$ cat src/rtl/chcmd_pkg.sv
package chcmd_pkg;

   typedef struct packed {
      logic csel;
      logic cmd;
      logic eos;
   } wr_dec_t;

   function automatic logic single_bit(input logic [7:0] v);
      return $countones(v) == 1;
   endfunction

endpackage

$ cat src/rtl/chcmd_chsel.sv
module chcmd_chsel #(
   parameter int CH_W    = 2,
   parameter bit RESTORE = 1'b1
) (
   input  logic            clk,
   input  logic            rst_n,
   input  logic            wr_csel,
   input  logic            wr_eos,
   input  logic [CH_W-1:0] wdata_ch,
   input  logic            svc_ack,
   input  logic [CH_W-1:0] svc_chan,
   output logic [CH_W-1:0] chan_sel,
   output logic            svc_active,
   output logic            err_eos
);

   logic [CH_W-1:0] saved_q;
   logic [CH_W-1:0] exit_sel;

   generate
      if (RESTORE) begin : g_restore
         assign exit_sel = saved_q;
      end else begin : g_keep
         assign exit_sel = chan_sel;
      end
   endgenerate

   always_ff @(posedge clk) begin
      if (!rst_n) begin
         chan_sel   <= '0;
         saved_q    <= '0;
         svc_active <= 1'b0;
         err_eos    <= 1'b0;
      end else begin
         err_eos <= 1'b0;
         if (svc_ack && !svc_active) begin
            saved_q    <= chan_sel;
            chan_sel   <= svc_chan;
            svc_active <= 1'b1;
         end else if (wr_eos) begin
            if (svc_active) begin
               svc_active <= 1'b0;
               chan_sel   <= exit_sel;
            end else begin
               err_eos <= 1'b1;
            end
         end else if (wr_csel) begin
            chan_sel <= wdata_ch;
         end
      end
   end

endmodule

$ cat src/rtl/chcmd_cmdreg.sv
module chcmd_cmdreg #(
   parameter int TYPE_W     = 4,
   parameter int PARAM_W    = 4,
   parameter int CH_W       = 2,
   parameter int MIN_CMD_CH = 2,
   localparam int DATA_W    = TYPE_W + PARAM_W
) (
   input  logic              clk,
   input  logic              rst_n,
   input  logic              wr_cmd,
   input  logic [DATA_W-1:0] wdata,
   input  logic [CH_W-1:0]   sel,
   input  logic              cmd_accept,
   output logic              cmd_valid,
   output logic [DATA_W-1:0] cmd_word,
   output logic [CH_W-1:0]   cmd_chan,
   output logic              err_cmd
);

   logic [TYPE_W-1:0] wr_type;
   logic              chan_ok;
   logic              multi;
   logic              legal;

   assign wr_type = wdata[DATA_W-1 -: TYPE_W];
   assign chan_ok = (sel >= CH_W'(MIN_CMD_CH));
   assign multi   = ($countones(wr_type) > 1);
   assign legal   = wr_cmd && chan_ok && !multi && (wr_type != '0);

   always_ff @(posedge clk) begin
      if (!rst_n) begin
         cmd_valid <= 1'b0;
         cmd_word  <= '0;
         cmd_chan  <= '0;
         err_cmd   <= 1'b0;
      end else begin
         err_cmd <= wr_cmd && chan_ok && multi;
         if (cmd_valid) begin
            if (cmd_accept) begin
               cmd_valid <= 1'b0;
               cmd_word  <= '0;
            end
         end else if (legal) begin
            cmd_valid <= 1'b1;
            cmd_word  <= wdata;
            cmd_chan  <= sel;
         end
      end
   end

endmodule

$ cat src/rtl/chcmd_rdmux.sv
module chcmd_rdmux #(
   parameter int ADDR_W = 2,
   parameter int DATA_W = 8,
   parameter int CH_W   = 2,
   parameter int A_CSEL = 0,
   parameter int A_CMD  = 1,
   parameter int A_STAT = 3
) (
   input  logic [ADDR_W-1:0] addr,
   input  logic              rd,
   input  logic [CH_W-1:0]   chan_sel,
   input  logic [DATA_W-1:0] cmd_word,
   input  logic [CH_W-1:0]   cmd_chan,
   input  logic              cmd_valid,
   input  logic              svc_active,
   output logic [DATA_W-1:0] rdata
);

   always_comb begin
      rdata = '0;
      if (rd) begin
         if (addr == ADDR_W'(A_CSEL)) begin
            rdata[CH_W-1:0] = chan_sel;
         end else if (addr == ADDR_W'(A_CMD)) begin
            if (cmd_chan == chan_sel) rdata = cmd_word;
         end else if (addr == ADDR_W'(A_STAT)) begin
            rdata[1] = cmd_valid;
            rdata[0] = svc_active;
         end
      end
   end

endmodule

$ cat src/rtl/chan_cmd_ctrl.sv
module chan_cmd_ctrl #(
   parameter int NCHAN      = 4,
   parameter int TYPE_W     = 4,
   parameter int PARAM_W    = 4,
   parameter int MIN_CMD_CH = 2,
   parameter int ADDR_W     = 2,
   parameter int A_CSEL     = 0,
   parameter int A_CMD      = 1,
   parameter int A_EOS      = 2,
   parameter int A_STAT     = 3,
   parameter bit RESTORE    = 1'b1,
   localparam int CH_W      = $clog2(NCHAN),
   localparam int DATA_W    = TYPE_W + PARAM_W
) (
   input  logic              clk,
   input  logic              rst_n,
   input  logic [ADDR_W-1:0] bus_addr,
   input  logic [DATA_W-1:0] bus_wdata,
   input  logic              bus_wr,
   input  logic              bus_rd,
   output logic [DATA_W-1:0] bus_rdata,
   input  logic              svc_ack,
   input  logic [CH_W-1:0]   svc_chan,
   output logic              cmd_valid,
   input  logic              cmd_accept,
   output logic [CH_W-1:0]   cmd_chan,
   output logic [TYPE_W-1:0] cmd_type,
   output logic [PARAM_W-1:0] cmd_param,
   output logic [CH_W-1:0]   chan_sel,
   output logic              svc_active,
   output logic              err_cmd,
   output logic              err_eos
);
   import chcmd_pkg::*;

   initial begin
      assert (NCHAN >= 2) else $fatal(1, "NCHAN below 2");
      assert (MIN_CMD_CH < NCHAN) else $fatal(1, "no channel takes commands");
      assert (DATA_W <= 8) else $fatal(1, "command word wider than 8");
      assert ((1 << ADDR_W) > A_STAT) else $fatal(1, "offset out of range");
   end

   wr_dec_t          wr;
   logic [DATA_W-1:0] cmd_word;

   assign wr.csel = bus_wr && (bus_addr == ADDR_W'(A_CSEL));
   assign wr.cmd  = bus_wr && (bus_addr == ADDR_W'(A_CMD));
   assign wr.eos  = bus_wr && (bus_addr == ADDR_W'(A_EOS));

   chcmd_chsel #(.CH_W(CH_W), .RESTORE(RESTORE)) u_sel (
      .clk        (clk),
      .rst_n      (rst_n),
      .wr_csel    (wr.csel),
      .wr_eos     (wr.eos),
      .wdata_ch   (bus_wdata[CH_W-1:0]),
      .svc_ack    (svc_ack),
      .svc_chan   (svc_chan),
      .chan_sel   (chan_sel),
      .svc_active (svc_active),
      .err_eos    (err_eos)
   );

   chcmd_cmdreg #(
      .TYPE_W(TYPE_W), .PARAM_W(PARAM_W), .CH_W(CH_W), .MIN_CMD_CH(MIN_CMD_CH)
   ) u_cmd (
      .clk        (clk),
      .rst_n      (rst_n),
      .wr_cmd     (wr.cmd),
      .wdata      (bus_wdata),
      .sel        (chan_sel),
      .cmd_accept (cmd_accept),
      .cmd_valid  (cmd_valid),
      .cmd_word   (cmd_word),
      .cmd_chan   (cmd_chan),
      .err_cmd    (err_cmd)
   );

   assign cmd_type  = cmd_word[DATA_W-1 -: TYPE_W];
   assign cmd_param = cmd_word[PARAM_W-1:0];

   chcmd_rdmux #(
      .ADDR_W(ADDR_W), .DATA_W(DATA_W), .CH_W(CH_W),
      .A_CSEL(A_CSEL), .A_CMD(A_CMD), .A_STAT(A_STAT)
   ) u_rd (
      .addr       (bus_addr),
      .rd         (bus_rd),
      .chan_sel   (chan_sel),
      .cmd_word   (cmd_word),
      .cmd_chan   (cmd_chan),
      .cmd_valid  (cmd_valid),
      .svc_active (svc_active),
      .rdata      (bus_rdata)
   );

endmodule

$ cat config.mk
export PLATFORM = sky130hd
export DESIGN_NAME = chan_cmd_ctrl
export DESIGN_NICKNAME = d
export VERILOG_FILES = /design/src/rtl/chcmd_pkg.sv /design/src/rtl/chcmd_chsel.sv /design/src/rtl/chcmd_cmdreg.sv /design/src/rtl/chcmd_rdmux.sv /design/src/rtl/chan_cmd_ctrl.sv
export SDC_FILE = /design/constraint.sdc
export NUM_CORES = 1
export LEC_CHECK = 0
export CORE_UTILIZATION = 25
export CTS_CLUSTER_DIAMETER = 40
export CTS_CLUSTER_SIZE = 24
export DETAILED_ROUTE_END_ITERATION = 7
export GPL_ROUTABILITY_DRIVEN = 0
export GPL_TIMING_DRIVEN = 1
export HOLD_SLACK_MARGIN = 0.1
export PLACE_DENSITY_LB_ADDON = 0.1
export RECOVER_POWER = 50
export SLEW_MARGIN = 20
export SYNTH_ARGS = -nofsm -noshare
export SYNTH_HDL_FRONTEND = slang
export SYNTH_SLANG_ARGS = --single-unit
$ cat constraint.sdc
create_clock -name clk -period 2.1 [get_ports clk]
set_clock_uncertainty 0.05 [all_clocks]
set_input_delay 0.315 -clock clk [delete_from_list [all_inputs] [get_ports clk]]
set_output_delay 0.315 -clock clk [all_outputs]
set_load 0.02 [all_outputs]
======== Word-level counts from Yosys, hierarchy flattened ========
Index checks and enable logic that the tools add are counted.
storage, ports and cells
  register bits ........................... 18
  bits in latches ......................... 0
  memory bits (writable) .................. 0
  memory bits (read-only) ................. 0
  bits of input ports ..................... 18
  output and inout port bits .............. 24
  word-level logic and storage cells ...... 61
  memories ................................ 0
cells by class
  add/sub/neg operators ................... 3
  multiply operators ...................... 0
  div/mod/pow operators ................... 0
  magnitude comparators ................... 2
  equality and inequality tests ........... 6
  shift-type cells ........................ 0
  mux-type cells .......................... 20
  bitwise gates (word level) .............. 3
  reduce and logical (&&, ||, !) cells .... 19
operators by type and width
  cell                                                 number
  two-way mux 8 bit                                    5
  adder 32 bit                                         1
  > comparator 32 x 2 -> 1 bit, second input constant  1
  two-way mux 2 bit                                    7
  two-way mux 6 bit                                    2
  logical AND 1 bit                                    8
  two-way mux 1 bit                                    6
  AND reduction 2 bit                                  3
  adder 1 x 1 -> 2 bit                                 2
  == test 2 bit, second input constant                 2
  nonzero test 2 bit                                   2
  nonzero test 4 bit                                   1
  != test 3 bit, second input constant                 1
  inverter 1 bit                                       3
  nonzero test 3 bit                                   1
  OR reduction 3 bit                                   1
  == test 2 x 1 -> 1 bit, second input constant        1
  == test 2 bit                                        1
  >= comparator 2 bit, second input constant           1
  logical NOT 1 bit                                    2
  logical NOT 2 bit                                    1
  != test 2 bit, second input constant                 1

======== Logic depth before layout (Yosys ltp) ========
  depth after elaboration ................. 8
  gate-level depth with buffers ........... 9
  mapped depth without buffers ............ 8

======== Hierarchy ========
A second synthesis with hierarchy kept.
second synthesis, totals
  cell total of the unflattened synthesis .. 109
  area total of the unflattened synthesis .. 975.9 µm²
modules (own cells, without submodules)
  module         instances  cells each  area an instance (µm²)  sequential area each (µm²)
  chcmd_cmdreg   1          54          534.3                   240.2
  chcmd_chsel    1          31          274.0                   120.1
  chcmd_rdmux    1          21          137.6                   0.0
  chan_cmd_ctrl  1          3           30.0                    0.0

======== Least setup slack after synthesis ========
Ideal clock, no wire load.
  kind .................................... in2reg
  from .................................... in bus_wdata[6]
  to ...................................... reg u_cmd.cmd_chan[1]
  setup time .............................. 0.066 ns
  data arrival time ....................... 2.055 ns
  data required time ...................... 1.984 ns
  slack ................................... -0.071 ns
  stages .................................. 9
  buffers on the path ..................... 2
  cells stage by stage .................... inv_1 > ha_1 > and2_1 > fa_1 > a2111oi_1 > nand2b_1 > buf_6 > buf_6 > a21boi_2
on the way
  word-level cells in the longest chain between the ends .. 7
  elaborated cells between the ends (all ways) .. 8
  classes of those cells .................. add/sub (2); order compare (1); reduce/logical (5)
RTL lines
  what                                        line                 source
  start, declared                             chan_cmd_ctrl.sv:18  input logic [DATA_W-1:0] bus_wdata,
  adder 1 x 1 -> 2 bit (implied by the code)  chcmd_cmdreg.sv:27   assign multi = ($countones(wr_type) > 1);
  adder 32 bit (implied by the code)          chcmd_cmdreg.sv:27
  > comparator 32 x 2 -> 1 bit                chcmd_cmdreg.sv:27
  logical NOT 1 bit                           chcmd_cmdreg.sv:28   assign legal = wr_cmd && chan_ok && !multi && (wr_type != '0);
  logical AND 1 bit                           chcmd_cmdreg.sv:28
  logical AND 1 bit (*)                       chcmd_cmdreg.sv:28
  AND reduction 2 bit (no line) (*)           n/a
  end signal, assigned                        chcmd_cmdreg.sv:46   cmd_chan <= sel;
  end, declared                               chcmd_cmdreg.sv:16   output logic [CH_W-1:0] cmd_chan,
Every way passes the cells marked *; elsewhere a longest branch is shown, timed or not.
A chain may end at the register's enable or synchronous reset.

======== Worst setup path after layout ========
  from .................................... reg u_sel.chan_sel[0]
  to ...................................... out bus_rdata[4]
on the way
  word-level cells in the longest chain between the ends .. 5
RTL lines
  what                    line                 source
  start, declared         chcmd_chsel.sv:12    output logic [CH_W-1:0] chan_sel,
  start signal, assigned  chcmd_chsel.sv:38    chan_sel <= svc_chan;
  start signal, assigned  chcmd_chsel.sv:43    chan_sel <= exit_sel;
  start signal, assigned  chcmd_chsel.sv:48    chan_sel <= wdata_ch;
  == test 2 bit           chcmd_rdmux.sv:25    if (cmd_chan == chan_sel) rdata = cmd_word;
  two-way mux 8 bit       chcmd_rdmux.sv:25
  two-way mux 6 bit       chcmd_rdmux.sv:24    end else if (addr == ADDR_W'(A_CMD)) begin
  two-way mux 6 bit       chcmd_rdmux.sv:22    if (addr == ADDR_W'(A_CSEL)) begin
  two-way mux 8 bit       chcmd_rdmux.sv:21    if (rd) begin
  end, declared           chan_cmd_ctrl.sv:21  output logic [DATA_W-1:0] bus_rdata,
No other way between the ends.

==> results.tsv <==
stage	metric	value	unit
status	status	finished clean	
synth	yosysSeqAreaShare	0.357	
finish	final_cell_mix	dlygate4sd3_1 (15), buf_4 (15), dfxtp_1 (15), clkdlybuf4s50_1 (13), nand2_1 (12)	
synth	syn_inst	110	
finish	syn_to_final_growth	65.3	%
floorplan	die-area	4300	sq um
timing	hold_viol_final	0	
finish	final_cells	216	
global_routing	grt_pass1_wl	4440	um
global_routing	grt_overflow_total	0	
timing	slew_violations	0	
finish	final_nets	193	
setup_path	critical_path.startpoint_type	flip-flop	
clock_tree	clk_latency	0.25	ns
floorplan	die_h	65.6	um
setup_path	crit_path_end_kind	primary output	
route	remaining_drc_errors	0	
clock_tree	cts_tree	built	
timing	fin_crit_sh	0.932	
synth	ys_ff_latch	18	
power_and_ir_drop	p_switching	0.000194	W
synth	avgSynthCellArea	9.18	sq um
placement	numPortBuffers	41	
route	vias_per_cell	4.57	
floorplan	core	3770	sq um
global_routing	grt_usage	0.136	
setup_path	worstSetupPathType	reg -> out	
setup_path	path_buf_inv	2	
clock_tree	cts_hold_buffers	0	
placement	dpl.hpwl	2030	um
route	wl	2560	um
power_and_ir_drop	internal_power	0.000571	W
setup_path	slowest_delay	0.33	ns
setup_path	reg2reg_from	u_sel.svc_active	
finish	insertedDiodeCount	0	
power_and_ir_drop	peakVddDrop	0.230	mV
clock_tree	clk_pin_slew	0.06	ns
finish	multiInputGateArea	642	sq um
floorplan	start_util	0.268	
min_path	min_from	bus_wdata[5]	
min_path	min_path_type	in -> reg	
timing	clock.fmax	511	MHz
power_and_ir_drop	combinationalPowerShare	0.226	
power_and_ir_drop	p_leak	0.747	nW
timing	rsz0062_at_grt	no	
power_and_ir_drop	power	0.000764	W
clock_tree	cts_max_level	1	
synth	ys_warn_count	0	
route	drtIter0Drc	30	
timing	tightest_slew	0.397	ns
global_routing	grt_pass1_vias	1011	
setup_path	worst-path-max-fanout	6	
synth	syn-num-nets	133	
timing	period_minus_slack	1.96	ns
setup_path	path_delay_family	simple AND/OR/NAND/NOR gates	
synth	syn-cell-area	1010	sq um
route	post_drt_wl_per_cell	11.9	um
floorplan	die_x	65.6	um
finish	nFillCells	365	
clock_tree	clock_sinks	18	
placement	post_dp_cell_area	1590	sq um
setup_path	critPathLaunch	u_sel.chan_sel[0]	
setup_path	cp_cell_sequence	xor2_2 > nor4b_4 > buf_4 > and3_2 > buf_2	
floorplan	rows	22	
setup_path	cp_slowest_cell	dfxtp_2	
global_routing	antenna_found_initial	0	
clock_tree	cts_made_buffers	3	
clock_tree	cts_buffer_depth	2	
power_and_ir_drop	power_density	458	nW/um^2
timing	setup_viol	0	
power_and_ir_drop	seq_power_share	0.466	
synth	synth_cell_types	31	
setup_path	arrival	1.59	ns
power_and_ir_drop	swShare	0.253	
finish	design_area	1670	sq um
route	firstDrtPassIters	6	
finish	layout-drive-gt1-share	0.381	
setup_path	crit_required	1.74	ns
placement	placedCellCount	211	
clock_tree	cts-root-buf	clkbuf_8	
route	postRouteAntennaNets	0	
timing	maxSlewHeadroom	0.735	
run	drv_cap	0	
floorplan	io_pins	42	
route	vias	987	
finish	regArea	364	sq um
power_and_ir_drop	clkPwrFrac	0.309	
global_routing	grt_max_degree	11	
## power by group through the flow
stage	clock (W)	sequential (W)	combinational [W]
floorplan	0	0.000371	0.0000705
global placement	0	0.000362	0.000167
detailed placement	0	0.000362	0.000167
CTS	0.000245	0.000355	0.000177
global route	0.000260	0.000357	0.000190
finish	0.000236	0.000356	0.000172
## worst paths after layout
check | to | cells past startpoint | slack [ns]
worst max-delay path | bus_rdata[4] | 5 | 0.14
worst max register to register | u_sel.chan_sel[1] | 5 | 0.53
worst min-delay path | u_cmd.cmd_word[5] | 4 | 0.35
worst min register to register | u_cmd.cmd_word[6] | 2 | 0.43
## repair_timing
action,4_1_cts,5_1_grt
resized for setup,52,13
pin swaps,11,2
cloned,1,0
setup buffers,1,0
setup endpoints to repair,19,18
## synthesized netlist by cell type
library cell / n / area share
a2111oi_1: 1 / 0.0099
a21boi_1: 3 / 0.022
a21boi_2: 2 / 0.022
a21oi_1: 1 / 0.0050
a221o_1: 2 / 0.020
a222oi_1: 2 / 0.020
a31oi_1: 1 / 0.0062
and2_1: 2 / 0.012
and3_2: 6 / 0.045
buf_2: 1 / 0.0050
buf_4: 1 / 0.0074
buf_6: 2 / 0.022
clkbuf_1: 1 / 0.0037
dfxtp_1: 18 / 0.36
fa_1: 1 / 0.020
ha_1: 4 / 0.050
inv_1: 5 / 0.019
mux2i_1: 3 / 0.030
nand2_1: 12 / 0.045
nand2b_1: 3 / 0.019
nand3_1: 8 / 0.040
nand3b_1: 1 / 0.0074
nand4b_1: 1 / 0.0087
nor2_1: 5 / 0.019
nor2b_1: 7 / 0.043
nor3_1: 2 / 0.0099
nor4b_1: 1 / 0.0087
nor4b_4: 1 / 0.024
o21ai_0: 3 / 0.015
o21ai_2: 8 / 0.069
xor2_1: 2 / 0.017
## per-layer routing
metal | vias up | GRT usage | part of all wire
met5 | - | 0 | 0
met4 | 0 | 0.0652 | 0.016
met3 | 5 | 0.0260 | 0.046
met2 | 34 | 0.222 | 0.45
met1 | 444 | 0.169 | 0.49
li1 | 504 | - | -
## logic make-up after synthesis
logic type,share of synthesized area
adders and majority gates,0.0694
muxes,0.0297
DFF,0.357
buffers and inverters,0.0570
xor gates and xnor gates,0.0174
AOI/OAI and AO/OA,0.190
and+or+nand+nor,0.280
## worst register-to-register path, stage by stage (launching register included)
cell	delay, ns
dfxtp_1	0.37
nor2b_1	0.13
clkbuf_1	0.34
nand2_1	0.11
a221o_1	0.35
a21boi_0	0.16
## area by class of cell
type	instances	share of cell area
clock buffers	3	0.0247
inverters	5	0.0112
multi-input cells	82	0.385
flip-flops and latches	18	0.218
well taps	48	0.0360
repair buffers	60	0.325
## through the flow
stage	setup slack, ns	util	hold slack [ns]	TNS, ns
after floorplan	0.0253	-	0.342	0
after global placement	-0.572	0.421	0.424	-8.51
after detailed placement	-0.625	0.421	0.433	-9.00
after CTS	0.00272	0.453	0.351	0
after global routing	0.0630	0.443	0.363	0
final	0.144	0.443	0.350	0
## flip-flops by register name, indices dropped and copies added, names as in the netlist
register	flops
u_sel.chan_sel	2
u_cmd.err_cmd	1
u_cmd.cmd_chan	2
u_cmd.cmd_valid	1
u_cmd.cmd_word	8
u_sel.exit_sel	2
u_sel.err_eos	1
u_sel.svc_active	1
No activity file was read; power rests on OpenSTA's default activity.
